--- src/rtl/scr_pkg.sv ---
// Package: shared widths, field offsets, group codes and the settings record.
// Assumes the shift register shifts toward bit 0, so the most recent bit
// sits at SR_W-1 and every field offset is counted back from the tail.
package scr_pkg;
    localparam int A1_W   = 6;
    localparam int N1_W   = 12;
    localparam int A2_W   = 4;
    localparam int N2_W   = 11;
    localparam int R_W    = 12;
    localparam int OPT_W  = 8;
    localparam int PS_W   = 3;
    localparam int CODE_W = 3;

    localparam int SR_W   = A1_W + N1_W + PS_W + CODE_W;
    localparam int PS_LO  = SR_W - CODE_W - PS_W;
    localparam int N1_LO  = PS_LO - N1_W;
    localparam int A1_LO  = N1_LO - A1_W;
    localparam int FS_POS = PS_LO - 1;
    localparam int N2_LO  = FS_POS - N2_W;
    localparam int A2_LO  = N2_LO - A2_W;
    localparam int R_LO   = PS_LO - R_W;
    localparam int OPT_LO = SR_W - CODE_W - OPT_W;

    typedef enum logic [2:0] {
        GRP_L1_MAIN = 3'b000,
        GRP_L2_MAIN = 3'b010,
        GRP_L1_REF  = 3'b001,
        GRP_L2_REF  = 3'b011,
        GRP_OPT     = 3'b100
    } grp_e;

    typedef struct packed {
        logic [A1_W-1:0]  l1_a;
        logic [N1_W-1:0]  l1_n;
        logic [A2_W-1:0]  l2_a;
        logic [N2_W-1:0]  l2_n;
        logic             fsw;
        logic [R_W-1:0]   r1;
        logic [R_W-1:0]   r2;
        logic [PS_W-1:0]  ps;
        logic [OPT_W-1:0] opt;
    } cfg_t;
endpackage

--- src/rtl/scr_in_cond.sv ---
// Input conditioner: synchronizes one asynchronous pin and filters it.
// The filtered level is the majority of the last FILT_LEN synchronized samples.
// Assumes SYNC_LEN >= 2 and an odd FILT_LEN >= 3.
module scr_in_cond #(
    parameter int SYNC_LEN = 2,
    parameter int FILT_LEN = 3
) (
    input  logic clk,
    input  logic rst_n,
    input  logic pin,
    output logic lvl
);
    localparam int HALF  = FILT_LEN / 2;
    localparam int CNT_W = $clog2(FILT_LEN + 1);

    logic [SYNC_LEN-1:0] sync_q;
    logic [FILT_LEN-1:0] win_q;
    logic [CNT_W-1:0]    ones;
    logic                lvl_q;

    // Count the high samples held in the filter window.
    always_comb begin
        ones = '0;
        for (int i = 0; i < FILT_LEN; i++) begin
            ones = ones + CNT_W'(win_q[i]);
        end
    end

    // Synchronizer chain, sample window and majority-voted level.
    always_ff @(posedge clk) begin
        if (!rst_n) begin
            sync_q <= '0;
            win_q  <= '0;
            lvl_q  <= 1'b0;
        end else begin
            sync_q <= {sync_q[SYNC_LEN-2:0], pin};
            win_q  <= {win_q[FILT_LEN-2:0], sync_q[SYNC_LEN-1]};
            lvl_q  <= (ones > CNT_W'(HALF));
        end
    end

    assign lvl = lvl_q;
endmodule

--- src/rtl/scr_shift.sv ---
// Serial shift register: on each enable it takes one bit in at the top and
// moves the old contents toward bit 0.
// An LSB-first word therefore ends with its fields in natural bit order.
module scr_shift #(
    parameter int W = 24
) (
    input  logic         clk,
    input  logic         rst_n,
    input  logic         shift_en,
    input  logic         din,
    output logic [W-1:0] word
);
    logic [W-1:0] sr_q;

    // Take one bit in per filtered serial clock edge.
    always_ff @(posedge clk) begin
        if (!rst_n) begin
            sr_q <= '0;
        end else if (shift_en) begin
            sr_q <= {din, sr_q[W-1:1]};
        end
    end

    assign word = sr_q;
endmodule

--- src/rtl/scr_decode.sv ---
// Field decoder: slices every candidate field out of the shift register at
// its fixed distance from the tail, and rebuilds the 3-bit group code.
// The code is ordered (third-last, second-last, last).
// Purely combinational.
module scr_decode
    import scr_pkg::*;
(
    input  logic [SR_W-1:0] word,
    output logic [2:0]      code,
    output cfg_t            cand
);
    // Extract the group code and all field candidates.
    always_comb begin
        code      = {word[SR_W-3], word[SR_W-2], word[SR_W-1]};
        cand.l1_a = word[A1_LO +: A1_W];
        cand.l1_n = word[N1_LO +: N1_W];
        cand.l2_a = word[A2_LO +: A2_W];
        cand.l2_n = word[N2_LO +: N2_W];
        cand.fsw  = word[FS_POS];
        cand.r1   = word[R_LO +: R_W];
        cand.r2   = word[R_LO +: R_W];
        cand.ps   = word[PS_LO +: PS_W];
        cand.opt  = word[OPT_LO +: OPT_W];
    end
endmodule

--- src/rtl/scr_bank.sv ---
// Register bank: on a load pulse it writes only the group named by the code.
// Divider groups are gated until the option group has been written; a gated
// write sets the sticky sequence error flag. Unused codes load nothing.
module scr_bank
    import scr_pkg::*;
(
    input  logic       clk,
    input  logic       rst_n,
    input  logic       load,
    input  logic [2:0] code,
    input  cfg_t       cand,
    output cfg_t       cfg,
    output logic       opt_done,
    output logic       seq_err
);
    cfg_t cfg_q;
    logic done_q;
    logic err_q;

    // Group-selective load with option-first gating.
    always_ff @(posedge clk) begin
        if (!rst_n) begin
            cfg_q  <= '0;
            done_q <= 1'b0;
            err_q  <= 1'b0;
        end else if (load) begin
            case (code)
                GRP_OPT: begin
                    cfg_q.opt <= cand.opt;
                    done_q    <= 1'b1;
                end
                GRP_L1_MAIN: begin
                    if (done_q) begin
                        cfg_q.l1_a <= cand.l1_a;
                        cfg_q.l1_n <= cand.l1_n;
                        cfg_q.ps   <= cand.ps;
                    end else begin
                        err_q <= 1'b1;
                    end
                end
                GRP_L2_MAIN: begin
                    if (done_q) begin
                        cfg_q.l2_a <= cand.l2_a;
                        cfg_q.l2_n <= cand.l2_n;
                        cfg_q.fsw  <= cand.fsw;
                        cfg_q.ps   <= cand.ps;
                    end else begin
                        err_q <= 1'b1;
                    end
                end
                GRP_L1_REF: begin
                    if (done_q) begin
                        cfg_q.r1 <= cand.r1;
                        cfg_q.ps <= cand.ps;
                    end else begin
                        err_q <= 1'b1;
                    end
                end
                GRP_L2_REF: begin
                    if (done_q) begin
                        cfg_q.r2 <= cand.r2;
                        cfg_q.ps <= cand.ps;
                    end else begin
                        err_q <= 1'b1;
                    end
                end
                default: ;
            endcase
        end
    end

    assign cfg      = cfg_q;
    assign opt_done = done_q;
    assign seq_err  = err_q;
endmodule

--- src/rtl/scr_top.sv ---
// Three-wire serial control register top.
// Conditions the three pins, detects the rising edges of the serial clock
// and the strobe, shifts the data in, and loads one group per strobe edge.
// Assumes each serial level is held for at least SYNC_LEN+FILT_LEN system cycles.
module scr_top
    import scr_pkg::*;
#(
    parameter int SYNC_LEN = 2,
    parameter int FILT_LEN = 3
) (
    input  logic              clk,
    input  logic              rst_n,
    input  logic              ser_clk,
    input  logic              ser_dat,
    input  logic              ser_stb,
    output logic [A1_W-1:0]   l1_swallow,
    output logic [N1_W-1:0]   l1_main,
    output logic [A2_W-1:0]   l2_swallow,
    output logic [N2_W-1:0]   l2_main,
    output logic              l2_fsw,
    output logic [R_W-1:0]    l1_ref,
    output logic [R_W-1:0]    l2_ref,
    output logic [PS_W-1:0]   pwr_save,
    output logic [OPT_W-1:0]  opt_word,
    output logic              opt_done,
    output logic              seq_err
);
    localparam int N_PINS = 3;

    logic [N_PINS-1:0] pin_v;
    logic [N_PINS-1:0] lvl_v;
    logic [1:0]        prev_q;
    logic              clk_rise;
    logic              stb_rise;
    logic [SR_W-1:0]   word;
    logic [2:0]        code;
    cfg_t              cand;
    cfg_t              cfg;

    assign pin_v = {ser_stb, ser_dat, ser_clk};

    for (genvar g = 0; g < N_PINS; g++) begin : g_cond
        scr_in_cond #(.SYNC_LEN(SYNC_LEN), .FILT_LEN(FILT_LEN)) u_cond (
            .clk   (clk),
            .rst_n (rst_n),
            .pin   (pin_v[g]),
            .lvl   (lvl_v[g])
        );
    end

    // Remember the previous filtered levels of the serial clock and strobe.
    always_ff @(posedge clk) begin
        if (!rst_n) begin
            prev_q <= 2'b00;
        end else begin
            prev_q <= {lvl_v[2], lvl_v[0]};
        end
    end

    assign clk_rise = lvl_v[0] & ~prev_q[0];
    assign stb_rise = lvl_v[2] & ~prev_q[1];

    scr_shift #(.W(SR_W)) u_shift (
        .clk      (clk),
        .rst_n    (rst_n),
        .shift_en (clk_rise),
        .din      (lvl_v[1]),
        .word     (word)
    );

    scr_decode u_dec (
        .word (word),
        .code (code),
        .cand (cand)
    );

    scr_bank u_bank (
        .clk      (clk),
        .rst_n    (rst_n),
        .load     (stb_rise),
        .code     (code),
        .cand     (cand),
        .cfg      (cfg),
        .opt_done (opt_done),
        .seq_err  (seq_err)
    );

    assign l1_swallow = cfg.l1_a;
    assign l1_main    = cfg.l1_n;
    assign l2_swallow = cfg.l2_a;
    assign l2_main    = cfg.l2_n;
    assign l2_fsw     = cfg.fsw;
    assign l1_ref     = cfg.r1;
    assign l2_ref     = cfg.r2;
    assign pwr_save   = cfg.ps;
    assign opt_word   = cfg.opt;
endmodule

--- config.mk ---
export PLATFORM = sky130hd
export DESIGN_NAME = scr_top
export DESIGN_NICKNAME = d
export VERILOG_FILES = /design/src/rtl/scr_pkg.sv /design/src/rtl/scr_in_cond.sv /design/src/rtl/scr_shift.sv /design/src/rtl/scr_decode.sv /design/src/rtl/scr_bank.sv /design/src/rtl/scr_top.sv
export SDC_FILE = /design/constraint.sdc
export NUM_CORES = 1
export LEC_CHECK = 0
export ABC_CLOCK_PERIOD_IN_PS = 3670
export BUFFER_PORTS_ARGS = -buffer_cell sky130_fd_sc_hd__buf_2
export CORE_MARGIN = 3
export CORE_UTILIZATION = 25
export CTS_CLUSTER_SIZE = 28
export DETAILED_ROUTE_END_ITERATION = 6
export GPL_TIMING_DRIVEN = 1
export MAX_ROUTING_LAYER = met4
export PLACE_DENSITY_LB_ADDON = 0.1
export SLEW_MARGIN = 30
export SYNTH_ARGS = -nofsm -noshare
export SYNTH_HDL_FRONTEND = slang
export SYNTH_SLANG_ARGS = --single-unit
--- constraint.sdc ---
create_clock -name clk -period 3.67 [get_ports clk]
set_input_delay 0.367 -clock clk [delete_from_list [all_inputs] [get_ports clk]]
set_output_delay 0.367 -clock clk [all_outputs]
set_load 0.02 [all_outputs]
==> results of run 1 <==
[routing by layer]
metal / track usage [%] / vias to the layer above
li1: - / 1504
met1: 16.1 / 1401
met2: 17.0 / 57
met3: 3.89 / 13
met4: 4.87 / 0
met5: - / -
[state kept, by name, indices dropped and copies added, names as in the netlist]
register,cells
g_cond.u_cond.sync_q,6
u_bank.seq_err,1
u_shift.word,24
g_cond.u_cond.lvl,3
g_cond.u_cond.win_q,9
u_bank.opt_done,1
u_bank.cfg,69
prev_q,2
[stage by stage]
step / cells / utilization (%) / power, uW
2_1_floorplan: 416 / - / 1310
3_3_place_gp: 681 / 29.0 / 1320
3_5_place_dp: 681 / 29.1 / 1320
4_1_cts: 713 / 32.8 / 3040
5_1_grt: 713 / 32.8 / 3110
6_report: 713 / 32.8 / 2990
[placed cells by master (no fill, tap or decap), types with 2 or more instances in the layout]
cell / n
a21boi_0: 24
a21oi_1: 3
and2_1: 17
buf_2: 74
buf_4: 3
bufinv_16: 3
clkbuf_16: 17
clkbuf_8: 4
clkinv_2: 6
dfxtp_1: 115
ha_1: 3
mux2i_1: 69
nand2_1: 135
nor2b_1: 7
o21a_1: 2
[layout make-up]
class / instances / area, um^2 / share of cell area (%)
clock buffers: 22 / 484 / 9.08
clock inverters: 10 / 129 / 2.42
multi-input cells: 272 / 1730 / 32.5
flip-flops and latches: 115 / 2300 / 43.2
well taps: 216 / 270 / 5.07
repair buffers: 78 / 413 / 7.74
[path summary, 6_finish.rpt]
check / startpoint / endpoint / slack (ps) / cells after the start
setup / recovery: u_shift.word[21] / u_bank.cfg[25] / 1860 / 3
hold / removal: ser_clk / g_cond[0].u_cond.sync_q[0] / 160 / 2
setup reg to reg: u_shift.word[21] / u_bank.cfg[25] / 1860 / 3
hold reg to reg: g_cond[2].u_cond.sync_q[0] / g_cond[2].u_cond.sync_q[1] / 430 / 1
[power by group through the flow]
stage | Combinational [uW] | Sequential, uW | Clock, uW
2_1_floorplan | 28.2 | 1280 | 0
3_3_place_gp | 36.4 | 1280 | 0
3_5_place_dp | 36.9 | 1280 | 0
4_1_cts | 36.9 | 1260 | 1750
5_1_grt | 40.1 | 1260 | 1810
6_report | 35.7 | 1260 | 1700
[cell families after synthesis]
family                   Yosys count
buffers and inverters             29
AO/OA/AOI/OAI                     29
adder cells (fa/ha/maj)            3
multiplexers                      69
flip-flops                       115
AND/OR/NAND/NOR                  171
[critical path, delay by kind of cell, from the launching register on]
kind,cells,cell delay [ps]
simple gates,2,1090
flops,1,370
mux,1,260
==> flow_summary.json, run 1 <==
{
  "status": "finished, final reports clean",
  "route.met2.wl_um": 4410,
  "muxShareOfSynthArea_pct": 16.4,
  "arrival_ps": 2140,
  "nets": 492,
  "path_cells": "nor3b_4 > and4b_1 > mux2i_1",
  "hold_path_class": "primary input to flop",
  "diodes": 0,
  "coreArea_um2": 16200,
  "synthesis.area_um2": 4220,
  "end_kind": "flop",
  "drtIter0Drc": 151,
  "top_layer": "met4",
  "post-cts-setup-buffers": 0,
  "cts_tree": "yes",
  "max_freq_ghz": 0.553,
  "grt_max_degree": 67,
  "fin_skew_ps": 6.05,
  "first_pass_iters": 4,
  "ctsResizeCount": 0,
  "powerDensity_nw_per_um2": 561,
  "p_sw_uw": 593,
  "start_kind": "flop",
  "synth_xor_area_share_pct": 0,
  "vias": 2975,
  "total_leakage_power_uw": 0.00224,
  "ant_nets": 0,
  "async_reset_ff_share_pct": 0,
  "fin_area_um2": 5330,
  "root_buffer": "clkbuf_16",
  "cap_viol_max_count": 0,
  "initial_core_util_pct": 26.0,
  "ys.flop_type": "dfxtp_1",
  "postSynthAreaPerCell_um2": 10.2,
  "place_ws_ps": 1820,
  "ys_seq_area_share_pct": 54.5,
  "yosysWarnings": 0,
  "yosysTopAreaCellShare_pct": 54.5,
  "met3WireLength_um": 448,
  "grt_pass1_wl_um": 16500,
  "ys_ff_latch": 115,
  "wl_um": 10300,
  "area_growth_pct": 26.3,
  "rows": 46,
  "clockPowerShare_pct": 56.8,
  "yosysMostFrequentCell": "nand2_1",
  "synth_nets": 424,
  "finalSetupViolCount": 0,
  "dpl.hpwl_um": 6660,
  "sequentialPowerShare_pct": 42.0,
  "tns_ps": 0,
  "hold_viol": 0,
  "clk_latency_ps": 410,
  "critPathSlowestCell": "and4b_1",
  "setup_slack_ps": 1860,
  "p_comb_share_pct": 1.2,
  "synthAdderAreaFrac_pct": 0.889,
  "io_pins": 76,
  "synth_cell_types": 26,
  "path_clk_slew_ps": 50,
  "rsz0062_at_grt": "no",
  "die_h_um": 136,
  "overflow": 0,
  "ir_worst_vdd_v": 0.000318,
  "dieWidth_um": 136,
  "met1_length_um": 5250,
  "hold_slack_ps": 160,
  "synthSimpleGateAreaFrac_pct": 18.6,
  "gp_congestion": 0.721,
  "p_sw_share_pct": 19.8,
  "synthTopCellsByCount": "135 x nand2_1, 115 x dfxtp_1, 69 x mux2i_1",
  "max_stage_delay_ps": 780,
  "required_ps": 4000,
  "die_area_um2": 18500,
  "hold_buffers": 0,
  "min_period_ps": 1810,
  "worst_slew_pin_slew_ps": 837,
  "grt_pass1_vias": 3031,
  "htreeDepth": 4,
  "synth_top_area_cell": "dfxtp_1",
  "post_route_cells_drive_above_1_share_pct": 23.3,
  "gr-usage-all-layers_pct": 12.1,
  "synth-edff-count": 0,
  "viasPerCell": 4.17,
  "crit_type": "flop to flop",
  "nFillCells": 1728,
  "drv_slew": 0,
  "synth_compound_area_share_pct": 4.98,
  "clkSinkCount": 115,
  "max-slew-margin-rel_pct": 44.1,
  "numCtsBuffers": 17,
  "grt_antenna_before_repair": 0,
  "syn_inst": 416,
  "synth_top_family_by_area": "simple AND/OR/NAND/NOR gates",
  "route.detailed.drc": 0,
  "path_max_fanout": 12,
  "clockBufferDepth": 2,
  "wl_per_cell_um": 14.4,
  "yosys-top-cells-area": "dfxtp_1 55%, mux2i_1 16%, nand2_1 12%",
  "io_buffers": 75,
  "dpl_cell_area_um2": 4720,
  "p_int_uw": 2400,
  "fin_crit_sh_pct": 49.3
}
(Power assumes the default switching activity.)
==> run 2, diff against run 1 <==
--- a/config.mk
+++ b/config.mk
@@ -5,7 +5,8 @@
 export SDC_FILE = /design/constraint.sdc
 export NUM_CORES = 1
 export LEC_CHECK = 0
-export ABC_CLOCK_PERIOD_IN_PS = 3670
+export ABC_AREA = 1
+export ABC_CLOCK_PERIOD_IN_PS = 1700
 export BUFFER_PORTS_ARGS = -buffer_cell sky130_fd_sc_hd__buf_2
 export CORE_MARGIN = 3
 export CORE_UTILIZATION = 25
==> constraint.sdc (replaced) <==
create_clock -name clk -period 1.7 [get_ports clk]
set_input_delay 0.17 -clock clk [delete_from_list [all_inputs] [get_ports clk]]
set_output_delay 0.17 -clock clk [all_outputs]
set_load 0.02 [all_outputs]
==> flow_summary.json, run 2 <==
{
  "status": "finished, final reports clean",
  "numCtsBuffers": 17,
  "synthesis.area_um2": 4200,
  "min_to": "u_bank.cfg[2]",
  "seq_area_um2": 2300,
  "grt_pass1_wl_um": 17000,
  "yosysWarnings": 0,
  "cts_tree": "yes",
  "p_int_uw": 5120,
  "overflow": 0,
  "synthTopCellsByCount": "148 x nor2_1, 139 x nand2_1, 115 x dfxtp_1",
  "route.met2.wl_um": 4810,
  "dieWidth_um": 136,
  "yosys-top-cells-area": "dfxtp_1 55%, nor2_1 13%, nand2_1 12%",
  "gp_congestion": 0.727,
  "clk_latency_ps": 410,
  "max_freq_ghz": 0.727,
  "synth_top_family_by_area": "simple AND/OR/NAND/NOR gates",
  "nets": 643,
  "ys_seq_area_share_pct": 54.9,
  "met3WireLength_um": 539,
  "synth_nets": 568,
  "path_max_fanout": 24,
  "clockBufferDepth": 2,
  "die_h_um": 136,
  "postSynthAreaPerCell_um2": 7.49,
  "die_area_um2": 18400,
  "hold_path_class": "primary input to flop",
  "start_kind": "flop",
  "yosysMostFrequentCell": "nor2_1",
  "post-cts-setup-buffers": 0,
  "synthAdderAreaFrac_pct": 0.894,
  "drv_slew": 0,
  "muxShareOfSynthArea_pct": 0,
  "rsz0062_at_grt": "no",
  "dpl.hpwl_um": 7120,
  "path_clk_slew_ps": 50,
  "largest_reg_flops": 69,
  "fin_skew_ps": 6.20,
  "synth_cell_types": 18,
  "powerDensity_nw_per_um2": 1180,
  "clkSinkCount": 115,
  "async_reset_ff_share_pct": 0,
  "final_common_cell": "nor2_1",
  "wl_per_cell_um": 12.3,
  "crit_type": "flop to flop",
  "post_route_cells_drive_above_1_share_pct": 18.4,
  "worst_slew_pin_slew_ps": 527,
  "drtIter0Drc": 164,
  "area_growth_pct": 28.4,
  "viasPerCell": 3.98,
  "required_ps": 2000,
  "p_comb_share_pct": 1.8,
  "cap_viol_max_count": 0,
  "route.detailed.drc": 0,
  "sequentialPowerShare_pct": 42.7,
  "synth-edff-count": 0,
  "arrival_ps": 1680,
  "post-place-cells": 829,
  "initial_core_util_pct": 25.9,
  "clockPowerShare_pct": 55.5,
  "multi_input_area_um2": 1570,
  "ys_ff_latch": 115,
  "reg2reg_to": "u_bank.cfg[31]",
  "io_pins": 76,
  "total_leakage_power_uw": 0.00246,
  "met1_length_um": 5070,
  "hold_viol": 0,
  "synth_xor_area_share_pct": 0,
  "ir_worst_vdd_v": 0.000661,
  "min_path_cells": 3,
  "tns_ps": 0,
  "max-slew-margin-rel_pct": 64.8,
  "coreArea_um2": 16200,
  "nFillCells": 1761,
  "final_cells": 862,
  "fin_crit_sh_pct": 80.9,
  "io_buffers": 75,
  "root_buffer": "clkbuf_16",
  "r2r_cells": 5,
  "p_sw_uw": 1240,
  "grt_antenna_before_repair": 0,
  "synth_top_area_cell": "dfxtp_1",
  "first_pass_iters": 4,
  "vias": 3435,
  "worstHoldStart": "rst_n",
  "wl_um": 10600,
  "end_kind": "flop",
  "synth_compound_area_share_pct": 6.08,
  "mostFrequentLayoutCells": "147 x nor2_1, 139 x nand2_1, 115 x dfxtp_1",
  "rows": 46,
  "gr-usage-all-layers_pct": 12.6,
  "top_layer": "met4",
  "finalSetupViolCount": 0,
  "diodes": 0,
  "r2r_setup_slack_ps": 320,
  "ys.flop_type": "dfxtp_1",
  "yosysTopAreaCellShare_pct": 54.9,
  "syn_inst": 560,
  "synthSimpleGateAreaFrac_pct": 30.5,
  "ant_nets": 0,
  "r2r-start": "u_bank.opt_done",
  "p_sw_share_pct": 19.4,
  "htreeDepth": 4,
  "grt_pass1_vias": 3276,
  "grt_max_degree": 48,
  "min_period_ps": 1380
}
-- run 2: cell types whose count changed after synthesis, sizes merged, moves of 10 or more --
cell	previous run	this run
a21boi	24	0
mux2i	69	0
inv	0	46
a21oi	3	27
o21ai	0	24
clkbuf	15	5
buf	12	23
nor2	0	154
and2	17	0
nand3	1	22
-- run 2: cell type report --
cell class	instances	area share [%]
sequential	115	42.7
multi-input combinational	371	29.2
clock buffer	26	9.64
timing repair buffer	84	8.87
tap	216	5.02
inverter	46	3.21
clock inverter	4	1.30
-- run 2: worst max-delay path by stage --
stage / depth (start not counted) / end / start
finish: 5 / u_bank.cfg[31] / u_bank.opt_done
global route: 5 / u_bank.cfg[14] / u_bank.opt_done
CTS: 5 / u_bank.cfg[31] / u_bank.opt_done
detailed placement: 5 / u_bank.cfg[31] / u_bank.opt_done
global placement: 5 / u_bank.cfg[26] / u_bank.opt_done
floorplan: 6 / u_bank.cfg[46] / u_bank.opt_done
-- run 2: cell families (layout without fill, tap and decap cells) --
kind of cell             count (synthesis)  after routing
AND/OR/NAND/NOR                        317            317
flip-flops                             115            115
buffers and inverters                   74            160
AO/OA/AOI/OAI                           51             51
adder cells (fa/ha/maj)                  3              3
-- run 2: worst max-delay path, stage by stage (launching register included) --
cell and delay [ps]:
dfxtp_1 420, nand3_1 160, nor2_4 460, nand2_1 100
nand2_1 80, nor2_1 40
-- run 2: metrics by stage --
stage	worst slack, ps	cell area [um^2]	total power [uW]	util (%)	hold slack [ps]
2_1_floorplan	438	4200	2850	-	268
3_3_place_gp	343	4770	2880	29.5	361
3_5_place_dp	296	4770	2890	29.5	360
4_1_cts	288	5390	6460	33.3	88.7
5_1_grt	142	5390	6610	33.3	105
6_report	324	5390	6360	33.3	102
-- run 2: timing repair --
item / 4_1_cts / 5_1_grt
hold endpoints to repair: 3 / 0
resized for setup: 0 / 0
hold buffers: 3 / 0
-- run 2: power groups by stage --
| stage | Clock (uW) | Combinational [uW] | Sequential, uW |
|---|---|---|---|
| global placement | 0 | 115 | 2770 |
| floorplan | 0 | 81.5 | 2770 |
| global route | 3760 | 137 | 2710 |
| detailed placement | 0 | 116 | 2770 |
| finish | 3530 | 117 | 2720 |
| CTS | 3630 | 121 | 2710 |
-- run 2: per-layer routing --
metal | up-vias | GRT usage (%)
met3 | 15 | 3.86
met4 | 0 | 5.77
met5 | - | -
li1 | 1859 | -
met1 | 1486 | 15.2
met2 | 75 | 19.2
==> run 3, diff against run 2 <==
--- a/config.mk
+++ b/config.mk
@@ -6,7 +6,7 @@
 export NUM_CORES = 1
 export LEC_CHECK = 0
 export ABC_AREA = 1
-export ABC_CLOCK_PERIOD_IN_PS = 1700
+export ABC_CLOCK_PERIOD_IN_PS = 1280
 export BUFFER_PORTS_ARGS = -buffer_cell sky130_fd_sc_hd__buf_2
 export CORE_MARGIN = 3
 export CORE_UTILIZATION = 25
==> constraint.sdc (replaced) <==
create_clock -name clk -period 1.28 [get_ports clk]
set_input_delay 0.128 -clock clk [delete_from_list [all_inputs] [get_ports clk]]
set_output_delay 0.128 -clock clk [all_outputs]
set_load 0.02 [all_outputs]
==> flow_summary.json, run 3 (same netlist as run 2, synthesis figures left out) <==
{
  "p_comb_share_pct": 1.9,
  "cap_viol_max_count": 0,
  "r2r_setup_slack_ps": 120,
  "largest_reg_flops": 69,
  "gr-usage-all-layers_pct": 12.2,
  "max-slew-margin-rel_pct": 77.7,
  "dpl.hpwl_um": 6860,
  "mostFrequentLayoutCells": "146 x nor2_1, 138 x nand2_1, 112 x dfxtp_1",
  "r2r-start": "u_shift.word[21]",
  "drtIter0Drc": 146,
  "post-cts-setup-buffers": 0,
  "worst_slew_pin_slew_ps": 335,
  "first_pass_iters": 4,
  "overflow": 0,
  "die_h_um": 136,
  "post-place-cells": 836,
  "cp-startpoint": "u_bank.opt_done",
  "rows": 46,
  "hold_slack_ps": 183,
  "total_leakage_power_uw": 0.00251,
  "final_common_cell": "nor2_1",
  "fin_skew_ps": 5.38,
  "r2r_cells": 7,
  "end_kind": "output port",
  "final_cells": 869,
  "max_freq_ghz": 0.841,
  "sequentialPowerShare_pct": 43.4,
  "clockPowerShare_pct": 54.8,
  "endpoint": "opt_done",
  "powerDensity_nw_per_um2": 1510,
  "status": "finished, final reports clean",
  "io_pins": 76,
  "area_growth_pct": 31.3,
  "ir_worst_vdd_v": 0.000793,
  "grt_antenna_before_repair": 0,
  "initial_core_util_pct": 25.9,
  "numCtsBuffers": 17,
  "wl_per_cell_um": 12.0,
  "nFillCells": 1738,
  "clockBufferDepth": 2,
  "crit_type": "flop to output port",
  "final_core_utilization_pct": 34.1,
  "path_clk_slew_ps": 50,
  "hold_path_class": "primary input to flop",
  "io_buffers": 75,
  "fin_crit_sh_pct": 92.9,
  "tns_ps": 0,
  "drv_slew": 0,
  "finalSetupViolCount": 0,
  "p_sw_uw": 1620,
  "grt_pass1_vias": 3220,
  "dieWidth_um": 136,
  "min_period_ps": 1190,
  "root_buffer": "clkbuf_16",
  "diodes": 0,
  "p_int_uw": 6700,
  "p_sw_share_pct": 19.5,
  "viasPerCell": 3.99,
  "die_area_um2": 18400,
  "grt_max_degree": 68,
  "vias": 3466,
  "path_max_fanout": 5,
  "required_ps": 1150,
  "gp_congestion": 0.732,
  "cts_tree": "yes",
  "wl_um": 10400,
  "htreeDepth": 4,
  "nets": 650,
  "clkSinkCount": 115,
  "coreArea_um2": 16200,
  "arrival_ps": 1060,
  "hold_viol": 0,
  "start_kind": "flop",
  "route.detailed.drc": 0,
  "post_route_cells_drive_above_1_share_pct": 20.1,
  "ant_nets": 0,
  "reg2reg_to": "u_bank.cfg[44]",
  "clk_latency_ps": 410,
  "p_total_uw": 8320,
  "rsz0062_at_grt": "no",
  "grt_pass1_wl_um": 16700
}
-- run 3: changes by cell type in the layout (fill, tap and decap cells not counted), moves of 2 or more --
cell / delta
dfxtp_2: +3
dfxtp_1: -3
clkbuf_8: -2
buf_12: +6
-- run 3: how the worst min path moves through the flow --
stage               startpoint  cells past startpoint                    endpoint  slack (ps)
floorplan              ser_clk                      2  g_cond[0].u_cond.sync_q[0]         230
global placement       ser_dat                      3  g_cond[1].u_cond.sync_q[0]         320
detailed placement     ser_dat                      3  g_cond[1].u_cond.sync_q[0]         320
CTS                      rst_n                      4   g_cond[1].u_cond.win_q[0]         160
global route             rst_n                      4  g_cond[1].u_cond.sync_q[1]         190
finish                   rst_n                      4              u_bank.cfg[14]         180
-- run 3: metrics by stage --
stage | worst slack [ps] | area [um^2]
after floorplan | 17.7 | 4200
after global placement | -1.30 | 4890
after detailed placement | -20.1 | 4890
after CTS | 20.6 | 5500
after global routing | 3.59 | 5510
final | 90.7 | 5510
-- run 3: metal layers --
| layer | track usage, % | share of wire [%] | vias up |
|---|---|---|---|
| met5 | - | 0 | - |
| met4 | 5.04 | 1.6 | 0 |
| met3 | 3.64 | 4.0 | 13 |
| met2 | 18.5 | 47 | 61 |
| met1 | 15.1 | 48 | 1518 |
| li1 | - | - | 1874 |
-- run 3: area by class of cell --
cell class	count	area, um^2	area share, %
Sequential cell	115	2310	41.8
Multi-Input combinational cell	371	1580	28.7
Timing Repair Buffer	91	609	11.1
Clock buffer	25	495	8.99
Tap cell	216	270	4.90
Inverter	46	175	3.18
Clock inverter	5	75.1	1.36
-- run 3: power groups by stage --
stage | sequential [uW] | combinational (uW) | clock (uW)
after CTS | 3600 | 159 | 4720
after detailed placement | 3680 | 152 | 0
after global routing | 3600 | 179 | 4850
final | 3610 | 154 | 4560
after global placement | 3680 | 151 | 0
after floorplan | 3680 | 108 | 0
-- run 3: what timing repair did --
action                                  in CTS  in global routing
endpoints found under the hold margin        3                  0
hold buffers                                 3                  0
pin swaps                                    0                  2
endpoints found under the setup margin       4                 24
resized for setup                            1                  7
-- run 3: critical path, cell delays in order, from the launching register on --
cell and delay [ps]:
dfxtp_2 360, buf_4 130, buf_2 160
